File: src/rtl/fvote_pkg.sv
package fvote_pkg;

  // a vote is counted only when its class index names a real class
  function automatic logic class_ok(input int unsigned idx, input int unsigned n_cls);
    return idx < n_cls;
  endfunction

  // a later class replaces the leader only on a strictly higher count,
  // so the lower index keeps ties
  function automatic logic takes_lead(input int unsigned cand, input int unsigned lead);
    return cand > lead;
  endfunction

  // a requested length of zero selects the default batch
  function automatic int unsigned eff_len(input int unsigned req, input int unsigned dflt);
    return (req == 0) ? dflt : req;
  endfunction

endpackage

File: src/rtl/fvote_batch_ctrl.sv
module fvote_batch_ctrl
  import fvote_pkg::*;
#(
  parameter int unsigned NUM_CLASS = 6,
  parameter int unsigned CLASS_W   = 3,
  parameter int unsigned CNT_W     = 8,
  parameter int unsigned DEF_BATCH = 10
) (
  input  logic               clk_i,
  input  logic               rst_ni,
  input  logic               done_i,
  input  logic [CLASS_W-1:0] class_i,
  input  logic [CNT_W-1:0]   batch_len_i,
  input  logic [CNT_W-1:0]   batch_cnt_i,
  output logic               accept_o,
  output logic               eval_o
);

  logic        full_q;
  int unsigned base_cnt;
  int unsigned target;

  assign accept_o = done_i && class_ok(32'(class_i), NUM_CLASS);
  assign eval_o   = full_q;

  // in the evaluation cycle the counters restart, so a vote there is the first
  assign base_cnt = eval_o ? 32'd0 : 32'(batch_cnt_i);
  assign target   = eff_len(32'(batch_len_i), DEF_BATCH);

  always_ff @(posedge clk_i) begin
    if (!rst_ni) begin
      full_q <= 1'b0;
    end else begin
      full_q <= accept_o && ((base_cnt + 32'd1) >= target);
    end
  end

endmodule

File: src/rtl/fvote_bucket_bank.sv
module fvote_bucket_bank #(
  parameter int unsigned NUM_CLASS = 6,
  parameter int unsigned CLASS_W   = 3,
  parameter int unsigned CNT_W     = 8
) (
  input  logic                            clk_i,
  input  logic                            rst_ni,
  input  logic                            accept_i,
  input  logic [CLASS_W-1:0]              class_i,
  input  logic                            clear_i,
  output logic [NUM_CLASS-1:0][CNT_W-1:0] bucket_o,
  output logic [CNT_W-1:0]                batch_o,
  output logic [NUM_CLASS-1:0]            inc_o
);

  logic [CNT_W-1:0] batch_q;

  for (genvar g = 0; g < NUM_CLASS; g++) begin : bucket
    logic [CNT_W-1:0] cnt_q;

    assign inc_o[g] = accept_i && (class_i == CLASS_W'(g));

    always_ff @(posedge clk_i) begin
      if (!rst_ni) begin
        cnt_q <= '0;
      end else if (clear_i) begin
        cnt_q <= inc_o[g] ? CNT_W'(1) : '0;
      end else if (inc_o[g]) begin
        cnt_q <= cnt_q + CNT_W'(1);
      end
    end

    assign bucket_o[g] = cnt_q;
  end

  always_ff @(posedge clk_i) begin
    if (!rst_ni) begin
      batch_q <= '0;
    end else if (clear_i) begin
      batch_q <= accept_i ? CNT_W'(1) : '0;
    end else if (accept_i) begin
      batch_q <= batch_q + CNT_W'(1);
    end
  end

  assign batch_o = batch_q;

endmodule

File: src/rtl/fvote_argmax_chain.sv
module fvote_argmax_chain
  import fvote_pkg::*;
#(
  parameter int unsigned NUM_CLASS = 6,
  parameter int unsigned CLASS_W   = 3,
  parameter int unsigned CNT_W     = 8
) (
  input  logic [NUM_CLASS-1:0][CNT_W-1:0] bucket_i,
  output logic [CLASS_W-1:0]              win_idx_o,
  output logic [CNT_W-1:0]                win_cnt_o
);

  for (genvar g = 0; g < NUM_CLASS; g++) begin : stage
    logic [CLASS_W-1:0] idx;
    logic [CNT_W-1:0]   cnt;

    if (g == 0) begin : seed
      assign idx = '0;
      assign cnt = bucket_i[0];
    end else begin : cmp
      always_comb begin
        if (takes_lead(32'(bucket_i[g]), 32'(stage[g-1].cnt))) begin
          idx = CLASS_W'(g);
          cnt = bucket_i[g];
        end else begin
          idx = stage[g-1].idx;
          cnt = stage[g-1].cnt;
        end
      end
    end
  end

  assign win_idx_o = stage[NUM_CLASS-1].idx;
  assign win_cnt_o = stage[NUM_CLASS-1].cnt;

endmodule

File: src/rtl/fvote_verdict_reg.sv
module fvote_verdict_reg #(
  parameter int unsigned CLASS_W = 3,
  parameter int unsigned CNT_W   = 8
) (
  input  logic               clk_i,
  input  logic               rst_ni,
  input  logic               load_i,
  input  logic [CLASS_W-1:0] idx_i,
  input  logic [CNT_W-1:0]   cnt_i,
  output logic               valid_o,
  output logic [CLASS_W-1:0] idx_o,
  output logic [CNT_W-1:0]   cnt_o
);

  always_ff @(posedge clk_i) begin
    if (!rst_ni) begin
      valid_o <= 1'b0;
      idx_o   <= '0;
      cnt_o   <= '0;
    end else begin
      valid_o <= load_i;
      if (load_i) begin
        idx_o <= idx_i;
        cnt_o <= cnt_i;
      end
    end
  end

endmodule

File: src/rtl/fault_vote_top.sv
module fault_vote_top #(
  parameter int unsigned NUM_CLASS = 6,
  parameter int unsigned MAX_BATCH = 255,
  parameter int unsigned DEF_BATCH = 10,
  localparam int unsigned CLASS_W  = $clog2(NUM_CLASS + 1),
  localparam int unsigned CNT_W    = $clog2(MAX_BATCH + 1)
) (
  input  logic               clk_i,
  input  logic               rst_ni,
  input  logic               done_i,
  input  logic [CLASS_W-1:0] class_i,
  input  logic [CNT_W-1:0]   batch_len_i,
  output logic               verdict_valid_o,
  output logic [CLASS_W-1:0] verdict_class_o,
  output logic [CNT_W-1:0]   verdict_votes_o
);

  // named internal events, also observed by the checker
  logic                            accept_w;
  logic                            eval_w;
  logic [CNT_W-1:0]                batch_cnt_w;
  logic [NUM_CLASS-1:0]            bucket_inc_w;
  logic [NUM_CLASS-1:0][CNT_W-1:0] bucket_w;
  logic [CLASS_W-1:0]              win_idx_w;
  logic [CNT_W-1:0]                win_cnt_w;

  fvote_batch_ctrl #(
    .NUM_CLASS (NUM_CLASS),
    .CLASS_W   (CLASS_W),
    .CNT_W     (CNT_W),
    .DEF_BATCH (DEF_BATCH)
  ) ctrl_i (
    .clk_i       (clk_i),
    .rst_ni      (rst_ni),
    .done_i      (done_i),
    .class_i     (class_i),
    .batch_len_i (batch_len_i),
    .batch_cnt_i (batch_cnt_w),
    .accept_o    (accept_w),
    .eval_o      (eval_w)
  );

  fvote_bucket_bank #(
    .NUM_CLASS (NUM_CLASS),
    .CLASS_W   (CLASS_W),
    .CNT_W     (CNT_W)
  ) bank_i (
    .clk_i    (clk_i),
    .rst_ni   (rst_ni),
    .accept_i (accept_w),
    .class_i  (class_i),
    .clear_i  (eval_w),
    .bucket_o (bucket_w),
    .batch_o  (batch_cnt_w),
    .inc_o    (bucket_inc_w)
  );

  fvote_argmax_chain #(
    .NUM_CLASS (NUM_CLASS),
    .CLASS_W   (CLASS_W),
    .CNT_W     (CNT_W)
  ) chain_i (
    .bucket_i  (bucket_w),
    .win_idx_o (win_idx_w),
    .win_cnt_o (win_cnt_w)
  );

  fvote_verdict_reg #(
    .CLASS_W (CLASS_W),
    .CNT_W   (CNT_W)
  ) verdict_i (
    .clk_i   (clk_i),
    .rst_ni  (rst_ni),
    .load_i  (eval_w),
    .idx_i   (win_idx_w),
    .cnt_i   (win_cnt_w),
    .valid_o (verdict_valid_o),
    .idx_o   (verdict_class_o),
    .cnt_o   (verdict_votes_o)
  );

endmodule

File: config.mk
export PLATFORM = sky130hd
export DESIGN_NAME = fault_vote_top
export DESIGN_NICKNAME = d
export VERILOG_FILES = /design/src/rtl/fvote_pkg.sv /design/src/rtl/fvote_batch_ctrl.sv /design/src/rtl/fvote_bucket_bank.sv /design/src/rtl/fvote_argmax_chain.sv /design/src/rtl/fvote_verdict_reg.sv /design/src/rtl/fault_vote_top.sv
export SDC_FILE = /design/constraint.sdc
export NUM_CORES = 1
export LEC_CHECK = 0
export ABC_AREA = 0
export CAP_MARGIN = 20
export CORE_UTILIZATION = 35
export CTS_CLUSTER_DIAMETER = 30
export DETAILED_ROUTE_END_ITERATION = 7
export GPL_ROUTABILITY_DRIVEN = 0
export PLACE_DENSITY = 0.59
export RECOVER_POWER = 25
export SETUP_SLACK_MARGIN = 0.05
export SLEW_MARGIN = 25
export SYNTH_ARGS = -nofsm -noshare
export SYNTH_HDL_FRONTEND = slang
export SYNTH_SLANG_ARGS = --single-unit
File: constraint.sdc
create_clock -name clk_i -period 10.3 [get_ports clk_i]
set_input_delay 1.03 -clock clk_i [delete_from_list [all_inputs] [get_ports clk_i]]
set_output_delay 1.03 -clock clk_i [all_outputs]
set_load 0.05 [all_outputs]
# [Yosys cells after proc, flatten, opt, wreduce, memory -nomap -nowiden]
# Index checks and enable logic that the tools add are counted.
[classes] add_sub_neg=8 order_cmp=7 eq_ne=5 n_mux=33 n_reduce_logical=17
[op_table] operator="2-to-1 mux 8 bit" n=21
[op_table] operator="adder 8 x 1 -> 8 bit (second input constant)" n=7
[op_table] operator="greater-than comparator 8 bit" n=5
[op_table] operator="adder 32 x 1 -> 32 bit (second input constant)" n=1
[op_table] operator="greater-or-equal comparator 32 bit" n=1
[op_table] operator="nonzero test 2 bit" n=7
[op_table] operator="logical AND 1 bit" n=8
[op_table] operator="zero test 8 bit" n=1
[op_table] operator="2-to-1 mux 1 bit" n=8
[op_table] operator="== test 3 x 2 -> 1 bit (second input constant)" n=2
[op_table] operator="== test 3 bit (second input constant)" n=2
[op_table] operator="2-to-1 mux 3 bit" n=2
[op_table] operator="2-to-1 mux 2 bit" n=2
[op_table] operator="== test 3 x 1 -> 1 bit (second input constant)" n=1
[op_table] operator="zero test 3 bit" n=1
[op_table] operator="< comparator 3 bit (second input constant)" n=1
[totals] ff_bits=69 input_bits=14 output_inout_bits=12 elab_cells=81

# [Depth between registers and ports, before layout]
[depth] depth_word=10 ltp_mapped=51 mapped_depth_nobuf=47

# [Cells and area by module]
# Synthesis repeated with hierarchy kept, for this count alone.
[unflattened] hier_cells=640 hier_area_um2=5183.7
[modules_own_cells] module="fvote_bucket_bank" n_inst=1 cells_per_inst=308 area_each_um2=2608.8
[modules_own_cells] module="fvote_argmax_chain" n_inst=1 cells_per_inst=238 area_each_um2=1714.1
[modules_own_cells] module="fvote_verdict_reg" n_inst=1 cells_per_inst=37 area_each_um2=441.7
[modules_own_cells] module="fvote_batch_ctrl" n_inst=1 cells_per_inst=57 area_each_um2=419.2

# [Worst setup path before layout]
# No wires, ideal clock.
[synth_timing] path_kind="register to register" from="register bank_i.bucket[0].cnt_q[1]" to="register verdict_i.cnt_o[0]" setup_ns=0.087 t_arrival_ns=8.382 t_required_ns=10.213 setup_slack_ns=1.831 stages_incl_launch_ff=49 n_path_buf=4 period_less_slack_ns=8.469 cell_sequence="dfxtp_1 > inv_1 > ha_1 > nor2b_1 > o211ai_1 > a21oi_1 > o21ai_1 > mux2i_1 > ha_1 > nor2b_1 > or2_2 > o21ai_0 > a211o_1 > a2bb2oi_2 > mux2_2 > ha_1 > a21o_1 > a21o_1 > [... 13 more ...] > a21oi_1 > o21ai_0 > o21ai_0 > clkbuf_1 > nor2_1 > or2_1 > ha_1 > nor2b_1 > o21a_1 > o21ai_0 > nand2b_1 > a21oi_1 > o21ai_0 > o31a_1 > clkbuf_1 > inv_1 > nand2_1 > o31ai_1"
[synth_via] elab_chain_len=10
[synth_rtl] item="start, declared" line="fvote_bucket_bank.sv:19" source="logic [CNT_W-1:0] cnt_q;"
[synth_rtl] item="start signal, assigned" line="fvote_bucket_bank.sv:27" source="cnt_q <= inc_o[g] ? CNT_W'(1) : '0;"
[synth_rtl] item="start signal, assigned" line="fvote_bucket_bank.sv:29" source="cnt_q <= cnt_q + CNT_W'(1);"
[synth_rtl] item="greater-than comparator 8 bit" line="fvote_pkg.sv:11" source="return cand > lead;"
[synth_rtl] item="2-to-1 mux 8 bit *" line="fvote_argmax_chain.sv:22" source="if (takes_lead(32'(bucket_i[g]), 32'(stage[g-1].cnt))) begin"
[synth_rtl] item="greater-than comparator 8 bit" line="fvote_pkg.sv:11"
[synth_rtl] item="2-to-1 mux 8 bit *" line="fvote_argmax_chain.sv:22"
[synth_rtl] item="greater-than comparator 8 bit" line="fvote_pkg.sv:11"
[synth_rtl] item="2-to-1 mux 8 bit *" line="fvote_argmax_chain.sv:22"
[synth_rtl] item="greater-than comparator 8 bit" line="fvote_pkg.sv:11"
[synth_rtl] item="2-to-1 mux 8 bit *" line="fvote_argmax_chain.sv:22"
[synth_rtl] item="greater-than comparator 8 bit" line="fvote_pkg.sv:11"
[synth_rtl] item="2-to-1 mux 8 bit *" line="fvote_argmax_chain.sv:22"
[synth_rtl] item="end signal, assigned" line="fvote_verdict_reg.sv:24" source="cnt_o <= cnt_i;"
[synth_rtl] item="end, declared" line="fvote_verdict_reg.sv:12" source="output logic [CNT_W-1:0] cnt_o"
# Every way passes the cells marked *; elsewhere a longest branch is shown, timed or not.
# A chain may end at the register's enable or synchronous reset.

# [Worst setup path after layout]
[layout_timing] from="register bank_i.bucket[0].cnt_q[1]" to="register verdict_i.cnt_o[1]"
# Same word-level chain as after synthesis.

==> impl_metrics.csv <==
group,metric,value,unit
run_status,status,"finished clean",
global_route,grt_overflow,0,
run,max-cap-violations,0,
floorplanning,die_area,13700,µm²
route,vias,3899,
power_and_ir_drop,seqPwrFrac,0.382,
setup_path,worst_ep_required_time,10.54,ns
power_and_ir_drop,power_density,132,nW/µm²
route,finalWirelength,10.9,mm
route,drt_iter0_markers,191,
setup_path,worst-path-buf-inv,3,
logic_synthesis,synthTopCellsByCount,"89 x nor2_1, 69 x dfxtp_1, 54 x ha_1, 37 x nand2_1, 33 x inv_1",
global_route,groute.usage.overall,0.171,
setup_path,criticalPathCategory,"reg -> reg",
logic_synthesis,synth_edf_count,0,
setup_path,cp-start-kind,"register",
finish,area_delta_synth_final,16.3,%
setup_path,crit_path_end_kind,"register",
finish,fillers,1295,
sta,finalSetupTns,0,ns
clock_network,ctsHoldBuffers,0,
logic_synthesis,synthCells,557,
sta,rsz0062_at_grt,"no",
clock_network,insertion_delay,0.33,ns
global_route,grt_first_pass_wirelength,18.1,mm
sta,finalCritPeriodShare,0.910,
finish,postLayoutCellArea,5370,µm²
finish,seqCellArea,1380,µm²
setup_path,crit_family,"compound AO/OA/AOI/OAI gates",
logic_synthesis,synth_seq_cells,69,
sta,worst_pin_slew,1.19,ns
setup_path,crit_fanout,23,
setup_path,crit_path_top_delay_cell,"o21ai_2",
clock_network,cts.clk_slew.worst_paths,0.06,ns
hold_path,hold_class,"reg -> reg",
logic_synthesis,yosysWarnings,0,
logic_synthesis,syn_area,4620,µm²
power_and_ir_drop,ir_drop,98.3,µV
route,viasPerCell,5.16,
logic_synthesis,async_flop_share,0,
clock_network,numClockSinks,69,
sta,finalSetupViolations,0,
power_and_ir_drop,combPwrFrac,0.134,
floorplanning,io_pins,26,
logic_synthesis,synth_top_area_share,0.299,
global_route,antenna_found_initial,0,
power_and_ir_drop,internal-power,532,µW
logic_synthesis,yosys.cell_count.top_type,"nor2_1",
placement,dpl.hpwl,8.24,mm
route,drc,0,
floorplanning,rows,41,
power_and_ir_drop,switching_share,0.250,
sta,slew_viol_final,0,
route,dr.pass1.iters,4,
finish,layout-drive-gt1-share,0.0514,
placement,pre_cts_slack,0.473,ns
finish,multi_input_area,3050,µm²
route,wl_per_cell,14.4,µm
logic_synthesis,synthFlopType,"dfxtp_1",
finish,diodes,0,
floorplanning,core_area,12700,µm²
finish,finalNonFillerCells,756,
finish,fin_nets,647,
floorplanning,die_w,117,µm
placement,io_buffers,25,
sta,worst_slew_margin_rel,0.201,
floorplanning,initial_core_util,0.363,
sta,max_freq,0.107,GHz
placement,dpl.cell_count,740,
clock_network,post_cts_resized,0,
power_and_ir_drop,clock_power_share,0.484,
setup_path,max_stage_delay,0.48,ns
sta,worst_slack,0.929,ns
placement,place_area,5030,µm²
clock_network,cts_max_level,3,
sta,final_hold_viol_count,0,
floorplanning,chipHeight,117,µm
clock_network,clockBufferDepth,2,
setup_path,arrival,9.61,ns
logic_synthesis,ys_seq_area_frac,0.299,
route,drtAntennaViolNets,0,
sta,min_period,9.37,ns
power_and_ir_drop,power.switching,177,µW
global_route,grt_max_degree,50,
clock_network,cts_tree,"done",
clock_network,cts_root_buf,"clkbuf_16",
global_route,grt_pass1_vias,3782,
logic_synthesis,synth_area_leaders,"dfxtp_1 30%, ha_1 15%, nor2_1 7.2%",
clock_network,cts_made_buffers,9,
sta,fin_skew,0.00403,ns
logic_synthesis,syn_nets,625,
logic_synthesis,synth_cell_type_count,46,
logic_synthesis,syn_area_per_cell,8.29,µm²
power_and_ir_drop,leakage,2.17,nW
clock_network,cts_setup_buffers,0,
logic_synthesis,synth_area_leader_cell,"dfxtp_1",
cell type report:
class | instances | share of cell area
clock buffer | 11 | 0.0471
clock inverter | 5 | 0.0151
inverter | 34 | 0.0238
multi-input combinational | 438 | 0.567
sequential | 69 | 0.257
tap | 172 | 0.0401
timing repair buffer | 27 | 0.0494
per-layer routing:
layer	part of all wire	global-route usage	vias up
met3	0.029	0.0355	7
met2	0.46	0.285	46
met5	0	0	-
li1	-	-	1996
met1	0.50	0.226	1850
met4	0.0068	0.0405	0
final timing paths:
kind	endpoint	startpoint	slack [ns]	depth (start not counted)
hold / removal	verdict_i.idx_o[1]	verdict_i.idx_o[1]	0.47	2
hold reg to reg	verdict_i.idx_o[1]	verdict_i.idx_o[1]	0.47	2
setup / recovery	verdict_i.cnt_o[1]	bank_i.bucket[0].cnt_q[1]	0.93	46
setup reg to reg	verdict_i.cnt_o[1]	bank_i.bucket[0].cnt_q[1]	0.93	46
flip-flops by register name (all words and copies together) (netlist names):
| register | cells |
|---|---|
| verdict_i.valid_o | 1 |
| verdict_i.cnt_o | 8 |
| bank_i.batch_o | 8 |
| bank_i.bucket.cnt_q | 48 |
| ctrl_i.eval_o | 1 |
| verdict_i.idx_o | 3 |
power groups by stage:
stage | clock [mW] | combinational [mW] | sequential (mW)
4_1_cts | 0.350 | 0.0944 | 0.271
5_1_grt | 0.364 | 0.107 | 0.271
2_1_floorplan | 0 | 0.0738 | 0.276
3_5_place_dp | 0 | 0.0937 | 0.277
6_report | 0.343 | 0.0950 | 0.271
3_3_place_gp | 0 | 0.0920 | 0.277
worst reg2reg max path, delay by kind of cell, from the launching register on:
| kind | cells | cell delay, ns |
|---|---|---|
| flops | 1 | 0.39 |
| fa+ha+maj | 5 | 1.48 |
| buf+inv | 3 | 0.52 |
| mux | 2 | 0.64 |
| compound gates | 23 | 4.23 |
| simple gates | 13 | 2.02 |
cell families after synthesis:
logic type | after synthesis | synth area share
and+or+nand+nor | 219 | 0.225
AOI/OAI and AO/OA | 90 | 0.136
DFF | 69 | 0.299
xor gates and xnor gates | 54 | 0.102
adders and majority gates | 54 | 0.146
buffers and inverters | 50 | 0.0441
muxes | 21 | 0.0471
placed cells by master (no fill, tap or decap), types with 10 or more instances in the layout:
master / n
nand3_1: 14
a21oi_1: 17
o31ai_1: 10
inv_1: 33
nand2_1: 37
ha_1: 54
clkdlybuf4s50_1: 24
dfxtp_1: 69
xor2_1: 27
o21ai_0: 13
nor2_1: 89
nand4_1: 23
mux2i_1: 15
nor2b_1: 11
xnor2_1: 27
stage by stage:
step	util	power [mW]	hold WS [ns]
2_1_floorplan	-	0.350	0.488
3_3_place_gp	0.395	0.369	0.438
3_5_place_dp	0.395	0.371	0.444
4_1_cts	0.421	0.716	0.462
5_1_grt	0.422	0.743	0.477
6_report	0.422	0.709	0.465
Power figures use the tool's default switching activity.
